$ cat config.mk
export PLATFORM = sky130hd
export DESIGN_NAME = sd_spi_block_writer
export DESIGN_NICKNAME = d
export VERILOG_FILES = /design/src/rtl/sdw_pkg.sv /design/src/rtl/sdw_crc16_acc.sv /design/src/rtl/sdw_bound_ctr.sv /design/src/rtl/sd_spi_block_writer.sv
export SDC_FILE = /design/constraint.sdc
export NUM_CORES = 1
export LEC_CHECK = 0
export BUFFER_PORTS_ARGS = -buffer_cell sky130_fd_sc_hd__buf_2
export CORE_AREA = 2 2 99 101
export CTS_CLUSTER_SIZE = 12
export DETAILED_ROUTE_END_ITERATION = 10
export DIE_AREA = 0 0 101 103
export GPL_TIMING_DRIVEN = 0
export PLACE_DENSITY_LB_ADDON = 0.3
export SLEW_MARGIN = 10
export SYNTH_ARGS = -nofsm -noshare
export SYNTH_HDL_FRONTEND = slang
export SYNTH_SLANG_ARGS = --single-unit
$ cat constraint.sdc
create_clock -name clk -period 2.25 [get_ports clk]
set_input_delay 0 -clock clk [delete_from_list [all_inputs] [get_ports clk]]
set_output_delay 0 -clock clk [all_outputs]
set_load 0.02 [all_outputs]
$ cat src/rtl/sdw_pkg.sv
package sdw_pkg;
  typedef enum logic [3:0] {
    S_IDLE, S_FILL, S_TOKEN, S_PAY, S_CRC_HI, S_CRC_LO,
    S_RESP, S_POLL, S_STOP_FILL, S_STOP_TOK, S_STOP_POLL
  } sdw_state_e;

  localparam logic [7:0] FILLER_BYTE  = 8'hFF;
  localparam logic [7:0] TOK_SINGLE   = 8'hFE;
  localparam logic [7:0] TOK_MULTI    = 8'hFC;
  localparam logic [7:0] TOK_STOP     = 8'hFD;
  localparam logic [4:0] RESP_ACCEPT  = 5'b00101;
  localparam logic [15:0] CRC_POLY    = 16'h1021;

  // CRC16 step over one byte, MSB first.
  function automatic logic [15:0] crc16_byte(input logic [15:0] c, input logic [7:0] d);
    logic [15:0] r;
    r = c ^ {d, 8'h00};
    for (int k = 0; k < 8; k++) begin
      r = r[15] ? ((r << 1) ^ CRC_POLY) : (r << 1);
    end
    return r;
  endfunction
endpackage

$ cat src/rtl/sdw_crc16_acc.sv
module sdw_crc16_acc (
  input  logic        clk,
  input  logic        rst_n,
  input  logic        clr,
  input  logic        en,
  input  logic [7:0]  din,
  output logic [15:0] crc
);
  import sdw_pkg::*;

  always_ff @(posedge clk) begin
    if (!rst_n || clr) crc <= 16'h0000;
    else if (en)       crc <= crc16_byte(crc, din);
  end
endmodule

$ cat src/rtl/sdw_bound_ctr.sv
module sdw_bound_ctr #(
  parameter int LIMIT = 8
) (
  input  logic clk,
  input  logic rst_n,
  input  logic clr,
  input  logic step,
  output logic at_first,
  output logic at_last
);
  localparam int W = $clog2(LIMIT + 1);
  logic [W-1:0] cnt;

  assign at_first = (cnt == '0);
  assign at_last  = (cnt == W'(LIMIT - 1));

  always_ff @(posedge clk) begin
    if (!rst_n || clr)        cnt <= '0;
    else if (step && !at_last) cnt <= cnt + 1'b1;
  end
endmodule

$ cat src/rtl/sd_spi_block_writer.sv
module sd_spi_block_writer #(
  parameter int SIZE_W     = 10,
  parameter int CNT_W      = 8,
  parameter int POLL_MAX   = 65536,
  parameter int RESP_TRIES = 8
) (
  input  logic              clk,
  input  logic              rst_n,
  input  logic              start,
  input  logic [CNT_W-1:0]  blk_count,
  input  logic [SIZE_W-1:0] blk_size,
  input  logic              multi,
  input  logic [7:0]        pay_data,
  input  logic              pay_valid,
  output logic              pay_ready,
  output logic              xch_req,
  output logic [7:0]        xch_tx,
  input  logic              xch_ack,
  input  logic [7:0]        xch_rx,
  output logic              active,
  output logic              done,
  output logic              err_reject,
  output logic              err_timeout
);
  import sdw_pkg::*;

  sdw_state_e        st;
  logic              req_q;
  logic [7:0]        txb;
  logic [CNT_W-1:0]  blk_left;
  logic [SIZE_W-1:0] size_q, byte_left;
  logic              multi_q, done_q, erj_q, eto_q;
  logic [15:0]       crc_val;
  logic [7:0]        tx_next;
  logic              poll_first, poll_last, resp_last;

  // Named internal events, also used by the checker.
  logic xfer_ok, pay_hs, auto_issue, issue, in_poll;
  logic resp_found, ev_accept, ev_reject, ev_ready, ev_timeout;

  assign xfer_ok    = req_q && xch_ack;
  assign pay_ready  = (st == S_PAY) && !req_q;
  assign pay_hs     = pay_ready && pay_valid;
  assign in_poll    = (st == S_POLL) || (st == S_STOP_POLL);
  assign auto_issue = !req_q && (st != S_IDLE) && (st != S_PAY);
  assign issue      = auto_issue || pay_hs;

  assign resp_found = xfer_ok && (st == S_RESP) && !xch_rx[4];
  assign ev_accept  = resp_found && (xch_rx[4:0] == RESP_ACCEPT);
  assign ev_reject  = (resp_found && !ev_accept) ||
                      (xfer_ok && (st == S_RESP) && xch_rx[4] && resp_last);
  assign ev_ready   = xfer_ok && in_poll && !poll_first && (xch_rx == FILLER_BYTE);
  assign ev_timeout = xfer_ok && in_poll && !ev_ready && poll_last;

  always_comb begin
    unique case (st)
      S_TOKEN:    tx_next = multi_q ? TOK_MULTI : TOK_SINGLE;
      S_PAY:      tx_next = pay_data;
      S_CRC_HI:   tx_next = crc_val[15:8];
      S_CRC_LO:   tx_next = crc_val[7:0];
      S_STOP_TOK: tx_next = TOK_STOP;
      default:    tx_next = FILLER_BYTE;
    endcase
  end

  sdw_crc16_acc u_crc (
    .clk(clk), .rst_n(rst_n), .clr(st == S_TOKEN), .en(pay_hs),
    .din(pay_data), .crc(crc_val)
  );

  sdw_bound_ctr #(.LIMIT(POLL_MAX)) u_poll_ctr (
    .clk(clk), .rst_n(rst_n), .clr(!in_poll), .step(xfer_ok),
    .at_first(poll_first), .at_last(poll_last)
  );

  logic resp_first_unused;
  sdw_bound_ctr #(.LIMIT(RESP_TRIES)) u_resp_ctr (
    .clk(clk), .rst_n(rst_n), .clr(st != S_RESP), .step(xfer_ok),
    .at_first(resp_first_unused), .at_last(resp_last)
  );

  always_ff @(posedge clk) begin
    if (!rst_n) begin
      st        <= S_IDLE;
      req_q     <= 1'b0;
      txb       <= FILLER_BYTE;
      blk_left  <= '0;
      size_q    <= '0;
      byte_left <= '0;
      multi_q   <= 1'b0;
      done_q    <= 1'b0;
      erj_q     <= 1'b0;
      eto_q     <= 1'b0;
    end else begin
      done_q <= 1'b0;
      if (issue) begin
        req_q <= 1'b1;
        txb   <= tx_next;
      end else if (xfer_ok) begin
        req_q <= 1'b0;
      end

      unique case (st)
        S_IDLE: if (start) begin
          erj_q <= 1'b0;
          eto_q <= 1'b0;
          if (blk_count == '0) done_q <= 1'b1;
          else begin
            blk_left <= blk_count;
            size_q   <= blk_size;
            multi_q  <= multi;
            st       <= S_FILL;
          end
        end
        S_FILL:  if (xfer_ok) st <= S_TOKEN;
        S_TOKEN: if (xfer_ok) begin
          byte_left <= size_q;
          st        <= S_PAY;
        end
        S_PAY: if (xfer_ok) begin
          byte_left <= byte_left - 1'b1;
          if (byte_left == SIZE_W'(1)) st <= S_CRC_HI;
        end
        S_CRC_HI: if (xfer_ok) st <= S_CRC_LO;
        S_CRC_LO: if (xfer_ok) st <= S_RESP;
        S_RESP: begin
          if (ev_accept) st <= S_POLL;
          else if (ev_reject) begin
            erj_q  <= 1'b1;
            done_q <= 1'b1;
            st     <= S_IDLE;
          end
        end
        S_POLL: begin
          if (ev_ready) begin
            if (blk_left > CNT_W'(1)) begin
              blk_left <= blk_left - 1'b1;
              st       <= S_FILL;
            end else if (multi_q) st <= S_STOP_FILL;
            else begin
              done_q <= 1'b1;
              st     <= S_IDLE;
            end
          end else if (ev_timeout) begin
            eto_q  <= 1'b1;
            done_q <= 1'b1;
            st     <= S_IDLE;
          end
        end
        S_STOP_FILL: if (xfer_ok) st <= S_STOP_TOK;
        S_STOP_TOK:  if (xfer_ok) st <= S_STOP_POLL;
        S_STOP_POLL: begin
          if (ev_ready) begin
            done_q <= 1'b1;
            st     <= S_IDLE;
          end else if (ev_timeout) begin
            eto_q  <= 1'b1;
            done_q <= 1'b1;
            st     <= S_IDLE;
          end
        end
        default: st <= S_IDLE;
      endcase
    end
  end

  assign xch_req     = req_q;
  assign xch_tx      = txb;
  assign active      = (st != S_IDLE);
  assign done        = done_q;
  assign err_reject  = erj_q;
  assign err_timeout = eto_q;
endmodule

Word-level counts from Yosys, hierarchy flattened
Cells that the tools add are included.
{"block": "word_totals", "inputBits": 40, "ff_bits": 82}
{"block": "op_classes", "n_reduce_logical": 49, "n_mux": 55, "order_cmp": 1, "n_eq_ne": 34, "bitwise": 10, "addsub": 4}
{"cell": "$mux W13", "count": 8}
{"cell": "$mux W4", "count": 17}
{"cell": "$pmux W4 S11", "count": 1}
{"cell": "$pmux W8 S5", "count": 1}
{"cell": "$mux W8", "count": 4}
{"cell": "$not A3 Y3", "count": 8}
{"cell": "$eq A4 B3 Y1 const B", "count": 5}
{"cell": "$mux W10", "count": 2}
{"cell": "$ne A2 B1 Y1 const B", "count": 10}
{"cell": "$pmux W10 S2", "count": 1}
{"cell": "$logic_and A1 B1 Y1", "count": 18}
{"cell": "$add A17 B1 Y17 const B", "count": 1}
{"cell": "$eq A17 B16 Y1 const B", "count": 1}
{"cell": "$logic_not A17 Y1", "count": 1}
{"cell": "$mux W1", "count": 16}
{"cell": "$pmux W8 S2", "count": 1}
{"cell": "$xor A16 B16 Y16", "count": 1}
{"cell": "$eq A4 B4 Y1 const B", "count": 3}
{"cell": "$ne A2 B2 Y1 const B", "count": 6}
{"cell": "$reduce_and A11 Y1", "count": 1}
{"cell": "$eq A10 B1 Y1 const B", "count": 1}
{"cell": "$reduce_bool A2 Y1", "count": 5}
{"cell": "$sub A10 B1 Y10 const B", "count": 1}
{"cell": "$logic_not A1 Y1", "count": 9}
{"cell": "other kinds (22)", "count": 31}

Logic depth before layout (Yosys ltp)
Gate-level depths: netlist (run 1).
{"block": "depth", "ltp_word": 17, "ltp_mapped": 12}

Hierarchy
Synthesis (run 1) repeated with hierarchy kept, for this count alone.
{"block": "hier_totals", "cells_unflattened": 575, "hier_area_um2": 4847.1}
{"mod": "sd_spi_block_writer", "instances": 1, "cells_per_inst": 373, "area_each_um2": 2820.2}
{"mod": "sdw_crc16_acc", "instances": 1, "cells_per_inst": 79, "area_each_um2": 967.2}
{"mod": "sdw_bound_ctr at u_poll_ctr", "instances": 1, "cells_per_inst": 97, "area_each_um2": 840.8}
{"mod": "sdw_bound_ctr at u_resp_ctr", "instances": 1, "cells_per_inst": 26, "area_each_um2": 219.0}

Worst setup path after synthesis (run 1)
OpenSTA, ideal clock, no wires.
{"block": "synth_path", "kind": "register to register", "from": "reg u_poll_ctr.cnt[0]", "to": "reg u_poll_ctr.cnt[11]", "arrival_ns": 2.081, "required_ns": 2.179, "path_buffers": 1, "slack_ns": 0.098, "stages_incl_launch_ff": 11, "path_cell_list": "dfxtp_1 > ha_1 > nand2_1 > nor2_1 > nand2_1 > nor3_1 > ha_1 > or4_1 > clkbuf_1 > or3_1 > a21oi_1"}
{"block": "synth_via", "elab_chain_cells": 3, "word_cells_on_any_way": 4}
{"element": "from (decl)", "line": "sdw_bound_ctr.sv:12", "rtl": "logic [W-1:0] cnt;"}
{"element": "from (signal assigned)", "line": "sdw_bound_ctr.sv:19", "rtl": "else if (step && !at_last) cnt <= cnt + 1'b1;"}
{"element": "branches (longest 3 deep; another with $add A17 B1 Y17)"}
Several ways; the timed one is not identified.
A chain may end at the register's enable or synchronous reset.

Worst setup path in the final report (run 1)
{"block": "layout_path", "from": "reg blk_left[0]", "to": "reg blk_left[0]"}
{"block": "layout_via", "elab_chain_cells": 4, "word_cells_on_any_way": 7}
{"element": "from (decl)", "line": "sd_spi_block_writer.sv:30", "rtl": "logic [CNT_W-1:0] blk_left;"}
{"element": "from (signal assigned)", "line": "sd_spi_block_writer.sv:109", "rtl": "blk_left <= blk_count;"}
{"element": "from (signal assigned)", "line": "sd_spi_block_writer.sv:137", "rtl": "blk_left <= blk_left - 1'b1;"}
{"element": "$sub A8 B1 Y8", "line": "sd_spi_block_writer.sv:137"}
{"element": "$mux W8", "line": "sd_spi_block_writer.sv:136", "rtl": "if (blk_left > CNT_W'(1)) begin"}
{"element": "$mux W8", "line": "sd_spi_block_writer.sv:135", "rtl": "if (ev_ready) begin"}
{"element": "$pmux W8 S2", "line": "sd_spi_block_writer.sv:103", "rtl": "unique case (st)"}
Several ways; a longest one is shown, not always the timed one. The select of a mux whose other input is x is not followed.

==> results of run 1 <==
-- through the flow --
step | std cells | TNS, ns | instance area (um2)
4_1_cts | 766 | 0 | 5351
5_1_grt | 771 | -0.009893 | 5431
6_report | 771 | 0 | 5431
2_1_floorplan | 566 | 0 | 4537
3_3_place_gp | 733 | -1.147 | 4945
3_5_place_dp | 733 | -1.825 | 4945
-- worst min path at each step --
stage	slack, ns	from	to	cells past startpoint
floorplan	0.14	blk_size[3]	size_q[3]	2
global route	0.03	pay_data[2]	xch_tx[2]	5
finish	0.02	pay_data[2]	xch_tx[2]	5
CTS	0.008	pay_data[2]	xch_tx[2]	5
global placement	0.24	blk_size[4]	size_q[4]	3
detailed placement	0.25	blk_size[2]	size_q[2]	3
-- layout make-up --
cell class / instances / area, um2
sequential: 82 / 1649
multi-input combinational: 431 / 2753
buffer: 27 / 111.4
fill: 892 / 4028
inverter: 24 / 90.09
tap: 114 / 142.6
timing repair buffer: 77 / 483.0
clock buffer: 11 / 141.4
clock inverter: 5 / 61.31
-- worst reg2reg max path: stages (launching register included) --
cell	delay, ns
sky130_fd_sc_hd__dfxtp_1	0.41
sky130_fd_sc_hd__inv_1	0.08
sky130_fd_sc_hd__ha_1	0.27
sky130_fd_sc_hd__o211ai_1	0.33
sky130_fd_sc_hd__buf_4	0.20
sky130_fd_sc_hd__a41oi_4	0.14
sky130_fd_sc_hd__buf_4	0.20
sky130_fd_sc_hd__or3_1	0.33
sky130_fd_sc_hd__a21oi_1	0.12
-- power by group through the flow --
stage          logic, uW  registers, uW  clock network [uW]
2_1_floorplan       1220           1780                   0
6_report            1790           1730                1120
3_3_place_gp        1650           1750                   0
4_1_cts             1720           1730                1130
3_5_place_dp        1670           1760                   0
5_1_grt             1980           1750                1200
-- per-layer routing --
layer / global-route usage / part of all wire / vias to the layer above
met4: 0.07588 / 0.013 / 0
met5: 0 / 0 / -
li1: - / - / 2220
met1: 0.3162 / 0.47 / 2079
met2: 0.3918 / 0.46 / 133
met3: 0.04000 / 0.053 / 14
-- flip-flops by register name (all words and copies together) (netlist names) --
signal          cells
u_poll_ctr.cnt     17
u_crc.crc          16
byte_left          10
size_q             10
blk_left            8
xch_tx              8
st                  4
u_resp_ctr.cnt      4
done                1
err_reject          1
err_timeout         1
multi_q             1
xch_req             1
-- cell usage in the layout, fill, tap and decap left out, types with 10 or more instances in the layout --
master                           n
sky130_fd_sc_hd__or3_1          10
sky130_fd_sc_hd__nand3_1        13
sky130_fd_sc_hd__clkbuf_8       10
sky130_fd_sc_hd__a31oi_1        10
sky130_fd_sc_hd__buf_2          59
sky130_fd_sc_hd__clkbuf_1       19
sky130_fd_sc_hd__dlygate4sd3_1  15
sky130_fd_sc_hd__a21oi_1        49
sky130_fd_sc_hd__nand2_1        80
sky130_fd_sc_hd__dfxtp_1        76
sky130_fd_sc_hd__o21ai_0        29
sky130_fd_sc_hd__xnor2_1        24
sky130_fd_sc_hd__inv_1          24
sky130_fd_sc_hd__xor2_1         13
sky130_fd_sc_hd__nor2_1         53
sky130_fd_sc_hd__a211oi_1       12
-- timing repair --
action                                  in CTS  in global routing
gates resized for setup                      7                 17
endpoints found under the hold margin       18                  0
pin swaps                                    4                  7
endpoints found under the setup margin      30                 24
setup buffers                                3                  6
hold buffers                                15                  0
-- logic make-up after synthesis --
logic type | count (synthesis) | share of synthesized area
simple gates | 232 | 0.2689
mux | 1 | 0.002482
buf+inv | 53 | 0.04551
compound gates | 153 | 0.2278
xor+xnor | 37 | 0.07143
flops | 82 | 0.3618
fa+ha+maj | 8 | 0.02206
==> impl_summary.txt, run 1 <==
----------------------------------------------------
[Power]
  Pleak ... 0.001914 uW
  Final total power ... between 4000 and 5000 uW
  Peak ir drop on the vdd network ... 505.6 uV
  Net switching power ... about 1800 uW
  PwrDens ... between 800 and 900 nW/um2
  Clock power frac ... 0.240
  Sw Ratio ... 0.3886
  Fraction of power consumed by combinational cells ... 0.386
  Total internal power ... 2835 uW
  Part of the power in registers ... 0.374

[Finish]
  Post-route core utilization ... 0.5742
  Share of cells above drive strength 1 ... 0.1872
  Growth of design area from synthesis to finish ... 19.72%
  Final net count ... 700
  Total inserted antenna cells ... 0

[Placed design]
  Total half-perimeter wirelength after legalization and detailed placement ... 8498 um
  Count of buffers inserted at the top-level ports ... 53
  Worst-case setup slack after placement ... -0.2229 ns
  GP Congestion ... between 0.8 and 0.9

[Setup path]
  Kind of critical path ... reg2reg
  Setup crit start kind ... flip-flop
  Worst endpoint required time ... around 2.6 ns
  Peak fanout along the critical path ... 5
  Number of stages on the worst setup path ... 8
  Reg2Reg Setup Slack ... 0.11 ns
  Critical path, cell by cell ... inv_1 -> ha_1 -> o211ai_1 -> buf_4 -> a41oi_4 -> buf_4 -> or3_1 -> a21oi_1
  Worst setup path endpoint ... blk_left[0]
  CP Capture Type ... flip-flop
  Gate family responsible for the most delay along the worst path ... compound AO/OA/AOI/OAI gates
  Critical path buffers and inverters ... 3
  Register-to-Register Path Depth ... 8
  Worst stage delay on the critical path ... 0.41 ns
  Worst setup path startpoint ... blk_left[0]
  Data arrival time of the critical path ... about 2.4 ns
  Cell at the slowest stage of the critical path ... sky130_fd_sc_hd__dfxtp_1
  Endpoint of the worst register-to-register path ... blk_left[0]
  Worst reg2reg path startpoint ... blk_left[0]
  Cell repeated most along the worst path ... sky130_fd_sc_hd__buf_4

[Route]
  Via count ... 4446
  WL per Instance ... about 16 um
  Via count normalized by instance count ... 5.767
  Total wire length after detailed routing ... around 12000 um
  Routed Antenna Nets ... 0
  DRC violations left ... 0
  Detailed router's first-iteration violation count ... 235
  Number of iterations in the first detailed-routing pass ... 5

[Logic synthesis]
  Most repeated cell in the gate-level netlist after synthesis ... sky130_fd_sc_hd__dfxtp_1
  Number of different library cells in the post-synthesis netlist ... between 60 and 70
  Top FF cell, synth ... sky130_fd_sc_hd__dfxtp_1
  Synth top cells by count ... sky130_fd_sc_hd__dfxtp_1 (82), sky130_fd_sc_hd__nand2_1 (81), sky130_fd_sc_hd__nor2_1 (53)
  Top cell type by total area after synthesis ... sky130_fd_sc_hd__dfxtp_1
  Fraction of the yosys area taken by sequential cells ... 0.3618
  Flip-flop and latch count after synthesis ... approximately 80
  Synth area leaders ... sky130_fd_sc_hd__dfxtp_1 (36%), sky130_fd_sc_hd__nand2_1 (6.7%), sky130_fd_sc_hd__a21oi_1 (5.4%), sky130_fd_sc_hd__xnor2_1 (4.6%), sky130_fd_sc_hd__nor2_1 (4.4%)
  Post-synthesis instance area ... 4537 um2
  Syn Area/Cell ... 8.016 um2
  Count of yosys warnings during synthesis ... 0
  Area share of the largest cell type after synthesis ... 0.3618
  Fraction of registers with async set/reset ... 0
  Synthesized instance count ... 566
  Net count of the mapped netlist ... about 610
  Number of enable flip-flop cells after synthesis ... 0

[STA]
  Post-route setup slack ... 0.1062 ns
  Portion of the clock cycle consumed by the worst path in the final layout ... 0.9528
  Hold Vio Cnt, Final ... 0
  Slew headroom ... 0.4722
  Hold slack ... about 0.015 ns
  Final setup violating endpoints ... 0
  Final slew viol count ... 0
  Fin Clk Skew ... between 0.01 and 0.015 ns
  Post-layout minimum cycle time ... between 2 and 2.5 ns
  Fmax achieved ... 466.5 MHz
  Worst-Margin Slew ... between 0.7 and 0.8 ns

[Die]
  Std cell rows ... 36
  Effective utilization at floorplan ... 0.4796
  Top-Level Pins ... 54
  Width of the die ... roughly 100 um
  Die area ... roughly 10000 um2
  Die Y ... around 100 um
  Core ar. ... 9459 um2

[Run status]
  Run status ... finished, final reports clean

[Clock tree]
  CTS tree ... done
  Number of buffers created by CTS ... 9
  Longest Clk Path Bufs ... 2
  CTS sink count ... 82
  Worst-Skew Late Latency ... between 0.3 and 0.4 ns
  Total number of H-tree levels ... 3
  Clock transition time at the flip-flop clock pins of the worst setup and hold paths ... about 0.09 ns
  CTS root buf ... sky130_fd_sc_hd__clkbuf_8

[Global routing]
  Vias in the first global route ... between 4000 and 5000
  Total global-route track usage ... 0.2367
  Remaining Overflow, GRT ... 0
  Pin count of the biggest net entering global routing ... 15
  First-pass GRT wire length ... around 20000 um
  Number of antenna violations at the first check in global routing ... 0

[Hold path]
  Type of the most critical hold path ... in2reg

[Job]
  Max Cap Viol ... 0

----------------------------------------------------
No activity file was read; power rests on OpenSTA's default activity.
==> inputs of run 2 (changes only) <==
--- a/config.mk
+++ b/config.mk
@@ -7,6 +7,7 @@
 export LEC_CHECK = 0
 export BUFFER_PORTS_ARGS = -buffer_cell sky130_fd_sc_hd__buf_2
 export CORE_AREA = 2 2 99 101
+export CTS_BUF_LIST = sky130_fd_sc_hd__clkbuf_4 sky130_fd_sc_hd__clkbuf_8 sky130_fd_sc_hd__clkbuf_16
 export CTS_CLUSTER_SIZE = 12
 export DETAILED_ROUTE_END_ITERATION = 10
 export DIE_AREA = 0 0 101 103
==> impl_summary.txt, run 2 (synthesized netlist as in run 1, its figures left out) <==
----------------------------------------------------
[Clock tree]
  Total number of H-tree levels ... 3 (unchanged)
  Number of buffers created by CTS ... 9 (unchanged)
  CTS sink count ... 82 (unchanged)
  CTS tree ... done (unchanged)
  CTS root buf ... sky130_fd_sc_hd__clkbuf_8 (unchanged)
  Worst-Skew Late Latency ... 0.37 ns (about the same)
  Clock transition time at the flip-flop clock pins of the worst setup and hold paths ... 0.09 ns (about the same)
  Longest Clk Path Bufs ... 2 (unchanged)

[Route]
  Routed Antenna Nets ... 0 (unchanged)
  Via count ... 4461 (was 4446)
  DRC violations left ... 0 (unchanged)
  Total wire length after detailed routing ... 11990 um (was 11960 um)
  WL per Instance ... 15.55 um (was 15.51 um)
  Number of iterations in the first detailed-routing pass ... 5 (unchanged)
  Detailed router's first-iteration violation count ... 220 (was 235)
  Via count normalized by instance count ... 5.786 (was 5.767)

[Power]
  Pleak ... 0.001917 uW (was 0.001914 uW)
  Peak ir drop on the vdd network ... 506.2 uV (was 505.6 uV)
  PwrDens ... 856.6 nW/um2 (was 853.9 nW/um2)

[Setup path]
  CP Capture Type ... flip-flop (unchanged)
  Setup crit start kind ... flip-flop (unchanged)
  Peak fanout along the critical path ... 5 (unchanged)
  Kind of critical path ... reg2reg (unchanged)
  Data arrival time of the critical path ... 2.44 ns (about the same)
  Worst endpoint required time ... 2.55 ns (about the same)

[Run status]
  Run status ... finished, final reports clean (unchanged)

[Finish]
  Multi-input gate area ... 2753 um2 (unchanged)
  Filler Cell Count ... 892 (unchanged)
  Growth of design area from synthesis to finish ... 19.80% (was 19.72%)
  Final net count ... 700 (unchanged)
  Most frequent cells in the layout ... sky130_fd_sc_hd__nand2_1 (80), sky130_fd_sc_hd__dfxtp_1 (76), sky130_fd_sc_hd__buf_2 (59) (unchanged)
  Seq. cell area ... 1649 um2 (unchanged)
  Share of cells above drive strength 1 ... 0.1887 (was 0.1872)
  Largest Register ... u_poll_ctr.cnt (unchanged)
  Commonest non-fill, non-tap cell in the layout ... sky130_fd_sc_hd__nand2_1 (unchanged)
  Total inserted antenna cells ... 0 (unchanged)
  Largest registers ... u_poll_ctr.cnt (17), u_crc.crc (16) (unchanged)
  Total non-filler cell area in the finished layout ... 5435 um2 (was 5431 um2)
  Number of flip-flops under the largest register name ... 17 (unchanged)

[Placed design]
  Post-placement cell area ... 4945 um2 (unchanged)
  Total half-perimeter wirelength after legalization and detailed placement ... 8498 um (unchanged)
  GP Congestion ... 0.8996 (unchanged)
  Count of buffers inserted at the top-level ports ... 53 (unchanged)

[Job]
  Max Cap Viol ... 0 (unchanged)

[Global routing]
  Number of antenna violations at the first check in global routing ... 0 (unchanged)
  Pin count of the biggest net entering global routing ... 15 (unchanged)
  Total global-route track usage ... 0.2370 (was 0.2367)
  First-pass GRT wire length ... 19530 um (was 19510 um)
  Vias in the first global route ... 4025 (was 4016)
  Remaining Overflow, GRT ... 0 (unchanged)

[STA]
  Final slew viol count ... 0 (unchanged)
  Slew headroom ... 0.5150 (was 0.4722)
  Post-layout minimum cycle time ... 2.142 ns (was 2.144 ns)
  Hold Vio Cnt, Final ... 0 (unchanged)
  Hold slack ... 0.01625 ns (was 0.01530 ns)
  Final setup violating endpoints ... 0 (unchanged)
  Worst-Margin Slew ... 0.7172 ns (was 0.7805 ns)
  Fin Clk Skew ... 0.01212 ns (was 0.01349 ns)
  Portion of the clock cycle consumed by the worst path in the final layout ... 0.9519 (was 0.9528)
  Fmax achieved ... 466.9 MHz (was 466.5 MHz)

[Die]
  Effective utilization at floorplan ... 0.4796 (unchanged)
  Top-Level Pins ... 54 (unchanged)
  Die Y ... 103 um (unchanged)
  Width of the die ... 101 um (unchanged)
  Die area ... 10400 um2 (unchanged)
  Std cell rows ... 36 (unchanged)
  Core ar. ... 9459 um2 (unchanged)

[Hold path]
  Type of the most critical hold path ... in2reg (unchanged)

----------------------------------------------------
[run 2: path summary, 6_finish.rpt]
path	endpoint	start	cells past startpoint	slack [ns]
hold reg to reg	size_q[3]	size_q[3]	2	0.46
setup / recovery	blk_left[0]	blk_left[0]	8	0.11
hold / removal	xch_tx[2]	pay_data[2]	5	0.02
setup reg to reg	blk_left[0]	blk_left[0]	8	0.11
[run 2: through the flow]
step	worst slack, ns	setup TNS (ns)	utilization	total power [uW]	std cells
after floorplan	0.09774	0	-	2998	566
after global placement	-0.1965	-1.147	0.5228	3400	733
after detailed placement	-0.2229	-1.825	0.5228	3431	733
after CTS	0.0002855	0	0.5661	4589	766
after global routing	-0.005589	-0.009893	0.5746	4939	771
final	0.1081	0	0.5746	4656	771
[run 2: layout make-up]
type	count	area share
clock buffer	11	0.02670
sequential	82	0.3034
tap	114	0.02624
inverter	24	0.01657
multi-input combinational	431	0.5064
buffer	27	0.02049
timing repair buffer	77	0.08886
clock inverter	5	0.01128
[run 2: report_power, final]
part	internal (uW)	switching, uW
Clock	560	571
Sequential	1600	136
Combinational	690	1100
Total	2850	1810
[run 2: what timing repair did]
item,in CTS,in global routing
buffers inserted,3,6
hold buffers,15,0
pin swaps,4,7
setup endpoints to repair,30,24
endpoints found under the hold margin,18,0
gates resized for setup,7,17
[run 2: worst max-delay path, cell delays in order, from the launching register on]
cell and delay (ns):
sky130_fd_sc_hd__dfxtp_1 0.41, sky130_fd_sc_hd__inv_1 0.08, sky130_fd_sc_hd__ha_1 0.27, sky130_fd_sc_hd__o211ai_1 0.33, sky130_fd_sc_hd__buf_4 0.20, sky130_fd_sc_hd__a41oi_4 0.14
sky130_fd_sc_hd__buf_4 0.20, sky130_fd_sc_hd__or3_1 0.33, sky130_fd_sc_hd__a21oi_1 0.12
[run 2: metal layers]
layer / global-route usage / vias up / share of wire
met5: 0 / - / 0
met4: 0.07588 / 0 / 0.013
met3: 0.04000 / 14 / 0.054
met2: 0.3933 / 146 / 0.47
met1: 0.3158 / 2085 / 0.47
li1: - / 2216 / -
